[src/rtl/chain_hdr_pkg.sv]
package chain_hdr_pkg;

    localparam int           PRE_W    = 12;
    localparam logic [11:0]  PREAMBLE = 12'b1111_1111_0010;
    localparam int           LEN_W    = 24;
    localparam int           HDR_BITS = PRE_W + LEN_W;

    typedef enum logic [2:0] {
        ST_HUNT,
        ST_LEN,
        ST_LOAD,
        ST_FULL,
        ST_DONE
    } phase_e;

    typedef struct packed {
        logic absorb;
        logic bit_v;
    } lane_t;

    function automatic logic is_preamble(input logic [PRE_W-1:0] w);
        return w == PREAMBLE;
    endfunction

    function automatic int max_i(input int a, input int b);
        return (a > b) ? a : b;
    endfunction

endpackage

[src/rtl/chain_hdr_detect.sv]
module chain_hdr_detect
    import chain_hdr_pkg::*;
(
    input  logic clk,
    input  logic rst,
    input  logic din,
    input  logic hunting,
    output logic found
);

    logic [PRE_W-2:0] win;

    always_ff @(posedge clk) begin
        if (rst) begin
            win <= '0;
        end else begin
            win <= {win[PRE_W-3:0], din};
        end
    end

    assign found = hunting && is_preamble({win, din});

    AST_FOUND_LAST_ZERO: assert property (@(posedge clk) disable iff (rst)
        found |-> !din);
    AST_FOUND_LEAVES_HUNT: assert property (@(posedge clk) disable iff (rst)
        found |=> !hunting);

endmodule

[src/rtl/chain_hdr_seq.sv]
module chain_hdr_seq
    import chain_hdr_pkg::*;
#(
    parameter int FRAME_BITS = 64
) (
    input  logic                          clk,
    input  logic                          rst,
    input  logic                          din,
    input  logic                          found,
    output logic                          hunting,
    output logic                          absorb,
    output logic                          fr_we,
    output logic                          fr_bit,
    output logic [$clog2(FRAME_BITS)-1:0] fr_idx,
    output logic                          len_match
);

    localparam int IDX_W   = $clog2(FRAME_BITS);
    localparam int SUB_MAX = max_i(FRAME_BITS, LEN_W);
    localparam int SUB_W   = $clog2(SUB_MAX);

    phase_e            phase;
    logic [LEN_W-1:0]  clk_cnt;
    logic [LEN_W-1:0]  len_q;
    logic [SUB_W-1:0]  sub;
    logic              cmp_hit;

    assign cmp_hit   = (phase == ST_FULL) && (clk_cnt == len_q);
    assign len_match = cmp_hit || (phase == ST_DONE);
    assign hunting   = (phase == ST_HUNT);
    assign absorb    = (phase == ST_LOAD);

    always_ff @(posedge clk) begin
        if (rst) begin
            phase   <= ST_HUNT;
            clk_cnt <= '0;
            len_q   <= '0;
            sub     <= '0;
            fr_we   <= 1'b0;
            fr_bit  <= 1'b0;
            fr_idx  <= '0;
        end else begin
            fr_we <= 1'b0;
            unique case (phase)
                ST_HUNT: begin
                    if (found) begin
                        phase   <= ST_LEN;
                        clk_cnt <= LEN_W'(PRE_W);
                        sub     <= '0;
                    end
                end
                ST_LEN: begin
                    len_q   <= {len_q[LEN_W-2:0], din};
                    clk_cnt <= clk_cnt + LEN_W'(1);
                    if (sub == SUB_W'(LEN_W - 1)) begin
                        phase <= ST_LOAD;
                        sub   <= '0;
                    end else begin
                        sub <= sub + SUB_W'(1);
                    end
                end
                ST_LOAD: begin
                    fr_we   <= 1'b1;
                    fr_bit  <= din;
                    fr_idx  <= sub[IDX_W-1:0];
                    clk_cnt <= clk_cnt + LEN_W'(1);
                    if (sub == SUB_W'(FRAME_BITS - 1)) begin
                        phase <= ST_FULL;
                        sub   <= '0;
                    end else begin
                        sub <= sub + SUB_W'(1);
                    end
                end
                ST_FULL: begin
                    if (cmp_hit) begin
                        phase <= ST_DONE;
                    end else begin
                        clk_cnt <= clk_cnt + LEN_W'(1);
                    end
                end
                ST_DONE: begin
                    phase <= ST_DONE;
                end
                default: phase <= ST_HUNT;
            endcase
        end
    end

    AST_IDX_RANGE: assert property (@(posedge clk) disable iff (rst)
        fr_we |-> (fr_idx <= IDX_W'(FRAME_BITS - 1)));
    AST_IDX_STEP: assert property (@(posedge clk) disable iff (rst)
        (fr_we && fr_idx != '0) |-> ($past(fr_we) &&
            fr_idx == IDX_W'($past(fr_idx) + IDX_W'(1))));
    AST_MATCH_HOLD: assert property (@(posedge clk) disable iff (rst)
        len_match |=> len_match);
    AST_MATCH_LAST: assert property (@(posedge clk) disable iff (rst)
        len_match |-> (!fr_we || fr_idx == IDX_W'(FRAME_BITS - 1)));
    AST_NO_WRITE_AFTER: assert property (@(posedge clk) disable iff (rst)
        len_match |=> !fr_we);

endmodule

[src/rtl/chain_hdr_dout.sv]
module chain_hdr_dout
    import chain_hdr_pkg::*;
(
    input  logic clk,
    input  logic rst,
    input  logic din,
    input  logic absorb,
    output logic dout
);

    lane_t q;

    always_ff @(posedge clk) begin
        if (rst) begin
            q <= '{absorb: 1'b0, bit_v: 1'b1};
        end else begin
            q <= '{absorb: absorb, bit_v: din};
        end
    end

    always_ff @(negedge clk) begin
        if (rst) begin
            dout <= 1'b1;
        end else begin
            dout <= q.absorb | q.bit_v;
        end
    end

    AST_HOLD_HIGH: assert property (@(negedge clk) disable iff (rst)
        q.absorb |=> dout);
    AST_PASS_BIT: assert property (@(negedge clk) disable iff (rst)
        !q.absorb |=> (dout == $past(q.bit_v)));

endmodule

[src/rtl/chain_hdr_rx.sv]
module chain_hdr_rx
    import chain_hdr_pkg::*;
#(
    parameter int FRAME_BITS = 64
) (
    input  logic                          clk,
    input  logic                          rst,
    input  logic                          din,
    output logic                          dout,
    output logic                          fr_we,
    output logic                          fr_bit,
    output logic [$clog2(FRAME_BITS)-1:0] fr_idx,
    output logic                          len_match
);

    logic hunting;
    logic found;
    logic absorb;

    chain_hdr_detect u_detect (
        .clk     (clk),
        .rst     (rst),
        .din     (din),
        .hunting (hunting),
        .found   (found)
    );

    chain_hdr_seq #(
        .FRAME_BITS (FRAME_BITS)
    ) u_seq (
        .clk       (clk),
        .rst       (rst),
        .din       (din),
        .found     (found),
        .hunting   (hunting),
        .absorb    (absorb),
        .fr_we     (fr_we),
        .fr_bit    (fr_bit),
        .fr_idx    (fr_idx),
        .len_match (len_match)
    );

    chain_hdr_dout u_dout (
        .clk    (clk),
        .rst    (rst),
        .din    (din),
        .absorb (absorb),
        .dout   (dout)
    );

    AST_RESET_QUIET: assert property (@(posedge clk)
        $past(rst) |-> (!fr_we && !len_match));

endmodule

[config.mk]
export PLATFORM = sky130hd
export DESIGN_NAME = chain_hdr_rx
export DESIGN_NICKNAME = d
export VERILOG_FILES = /design/src/rtl/chain_hdr_pkg.sv /design/src/rtl/chain_hdr_detect.sv /design/src/rtl/chain_hdr_seq.sv /design/src/rtl/chain_hdr_dout.sv /design/src/rtl/chain_hdr_rx.sv
export SDC_FILE = /design/constraint.sdc
export NUM_CORES = 1
export LEC_CHECK = 0
export BUFFER_PORTS_ARGS = -buffer_cell sky130_fd_sc_hd__buf_2
export CAP_MARGIN = 10
export CORE_ASPECT_RATIO = 1.25
export CORE_MARGIN = 1.5
export CORE_UTILIZATION = 40
export CTS_CLUSTER_DIAMETER = 50
export DETAILED_ROUTE_END_ITERATION = 10
export PLACE_DENSITY = 0.55
export SYNTH_ARGS = -nofsm -noshare
export SYNTH_HDL_FRONTEND = slang
export SYNTH_HIERARCHICAL = 1
export SYNTH_SLANG_ARGS = --single-unit
[constraint.sdc]
create_clock -name clk -period 2.9 [get_ports clk]
set_input_delay 0.29 -clock clk [delete_from_list [all_inputs] [get_ports clk]]
set_output_delay 0.29 -clock clk [all_outputs]
set_load 0.02 [all_outputs]
==> impl_metrics.tcl <==
set metrics [dict create \
    outcome "finished clean" \
    viasPerCell 5.24 \
    synth_nets 452 \
    maxUsedRoutingLayer "met4" \
    h-tree-depth 3 \
    clkPwrFrac_pct 50.0 \
    slowest_stage "dfxtp_1" \
    critPathKind "reg -> out" \
    synthCells 447 \
    final_util_pct 45.2 \
    netlist.area_leader.share_pct 42.6 \
    p_sw_share_pct 21.4 \
    avgSynthCellArea_um2 8.30 \
    clock_latency_ps 390 \
    layout_common_cells "nand2_1, dfxtp_1, a21oi_1, nand3_1, xor2_1" \
    placed_cells 557 \
    p_int_w 0.00176 \
    synth_flop_cell "dfxtp_1" \
    grt-ovfl-total 0 \
    finalWeightedCongestion 0.818 \
    first_pass_iters 5 \
    fin_area_um2 4110 \
    rsz0062_at_grt "no" \
    die_area_um2 9870 \
    async_reset_ff_share_pct 0 \
    cts_hold_buf 0 \
    layout.cells.most_common "nand2_1" \
    coreArea_um2 9080 \
    p_leak_nw 1.66 \
    yosys_warnings 6 \
    synth_top_area_cell "dfxtp_1" \
    skew_ps 51.0 \
    n_antenna_cell 0 \
    wl_met2_mm 4.23 \
    worstPathArrival_ps 2310 \
    drive_gt1_share_pct 11.6 \
    synthSimpleGateAreaFrac_pct 29.2 \
    ant_nets 0 \
    post-route-drc-count 0 \
    synth_top_family_by_area "simple AND/OR/NAND/NOR gates" \
    drv_slew 0 \
    vdd_drop_max_mv 0.333 \
    crit_chain "buf_2" \
    yosys.area_share.xor_xnor_pct 5.66 \
    hold_viol_final 0 \
    die_h_um 111 \
    rows 39 \
    routedWlPerCell_um 15.0 \
    power.switching_w 0.000480 \
    synth_fa_ha_area_share_pct 0.674 \
    root_buffer "clkbuf_16" \
    grtUsageTotal_pct 18.4 \
    wirelength_mm 8.59 \
    synth_edf_count 0 \
    cp_top_family "flip-flops" \
    synth_area_leaders "dfxtp_1, nand2_1, a21oi_1" \
    synth_compound_area_share_pct 16.4 \
    wl_met3_um 219 \
    tns_ps 0 \
    start_kind "flop" \
    syn-cell-area_um2 3710 \
    portBuffers 12 \
    antenna_found_initial 0 \
    start_util_pct 40.9 \
    pwr-share-comb_pct 1.3 \
    whs_ps 197 \
    die_w_um 89.2 \
    synth_cell_types 54 \
    syn2layout_area_growth_pct 10.6 \
    synth_seq_cells 79 \
    cts_resized 0 \
    cts_sinks 79 \
    required_ps 2610 \
    worst_slew_pin_slew_ps 736 \
    cts_tree "done" \
    grt_pass1_vias 2840 \
    path_clk_slew_ps 60 \
    post-cts-setup-buffers 0 \
    path_buf_inv 1 \
    critPathMaxStageDelay_ps 310 \
    grt_pass1_wl_mm 13.9 \
    cts_buffer_depth 2 \
    numCtsBuffers 9 \
    maxCapViolations 0 \
    endpoint_kind "output port" \
    finish.net_count 450 \
    post-dp-hpwl_mm 5.82 \
    io_pins 13 \
    final_cells 573 \
    setup_viol 0 \
    yosys-mux-area-fraction_pct 0.539 \
    wl_met1_mm 3.99 \
    yosysSeqAreaShare_pct 42.6 \
    vias 3004 \
    hp-class "in -> reg" \
    crit_fanout 1 \
    grt_max_degree 69 \
    seqPwrFrac_pct 48.7 \
    max_slew_margin_pct 50.9 \
    power_density_nw_per_um2 545 \
    drtIter0Drc 167 \
    placed_area_um2 3800 \
]
synth_stat cells (3+ instances only):
master / n
a21oi_1: 47
nor2b_1: 17
nand2b_1: 5
buf_6: 5
clkbuf_1: 14
dfxtp_1: 79
and2_1: 6
nand4b_1: 3
a31oi_1: 4
and4_1: 4
buf_1: 3
nand4_1: 4
nand3_1: 26
nor3_1: 8
buf_2: 9
nor2_1: 15
or3_1: 5
o31ai_1: 8
nand2_1: 84
xor2_1: 24
and3_1: 7
nor4_2: 6
o21ai_0: 12
nor4_1: 3
a21o_1: 7
cells by family (layout without fill, tap and decap cells):
| family | count (synthesis) | count (layout) |
|---|---|---|
| multiplexers | 2 | 2 |
| flip-flops | 79 | 79 |
| adder cells (fa/ha/maj) | 2 | 2 |
| AO/OA/AOI/OAI | 98 | 98 |
| buffers and inverters | 35 | 38 |
| AND/OR/NAND/NOR | 207 | 207 |
| XOR/XNOR | 24 | 24 |
layout make-up:
| cell class | instances | area [µm²] |
|---|---|---|
| Multi-Input combinational cell | 333 | 1950 |
| Sequential cell | 79 | 1580 |
| Timing Repair Buffer | 19 | 113 |
| Tap cell | 123 | 154 |
| Clock buffer | 11 | 264 |
| Clock inverter | 6 | 40.0 |
| Inverter | 2 | 7.51 |
| Fill cell | 930 | 4970 |
metal layers:
layer	track usage, %	up-vias
li1	-	1554
met1	22.9	1392
met2	30.5	46
met3	3.80	12
met4	7.18	0
met5	0	-
per-stage QoR:
stage / setup slack, ps / power [W]
2_1_floorplan: 692 / 0.00114
3_3_place_gp: 574 / 0.00115
3_5_place_dp: 559 / 0.00115
4_1_cts: 273 / 0.00227
5_1_grt: 178 / 0.00232
6_report: 302 / 0.00224
worst reg2reg max path, stage by stage, from the launching register on:
cell,delay (ps)
dfxtp_1,520
xor2_1,130
nor4_2,310
nand4_2,220
or2_1,420
a21oi_4,390
a211o_2,190
state kept, by name, indices dropped and copies added (netlist names):
register / flops
u_detect/win: 11
u_seq/fr_idx: 6
u_seq/sub: 6
u_seq/len_q: 24
u_dout/dout: 1
u_seq/phase: 3
u_seq/fr_bit: 1
u_dout/q: 2
u_seq/clk_cnt: 24
u_seq/fr_we: 1
path summary, 6_finish.rpt:
| kind | to | cells after the start | start | slack [ps] |
|---|---|---|---|---|
| setup reg to reg | u_seq/clk_cnt[13]$_SDFFE_PP0P_ | 6 | u_seq/clk_cnt[19]$_SDFFE_PP0P_ | 650 |
| setup / recovery | dout | 1 | u_dout/dout$_SDFF_NP1_ | 300 |
| hold reg to reg | u_seq/fr_idx[1]$_SDFFE_PP0P_ | 2 | u_seq/fr_idx[1]$_SDFFE_PP0P_ | 450 |
| hold / removal | u_dout/q[0]$_SDFF_PP1_ | 2 | din | 200 |
power by group through the flow:
stage,Sequential [W],Clock (W),Combinational [W]
after detailed placement,0.00111,0.00000432,0.0000288
after global placement,0.00111,0.00000432,0.0000287
after CTS,0.00109,0.00115,0.0000289
after floorplan,0.00111,0.00000432,0.0000213
after global routing,0.00109,0.00120,0.0000314
final,0.00109,0.00112,0.0000286
Power figures use the tool's default switching activity.
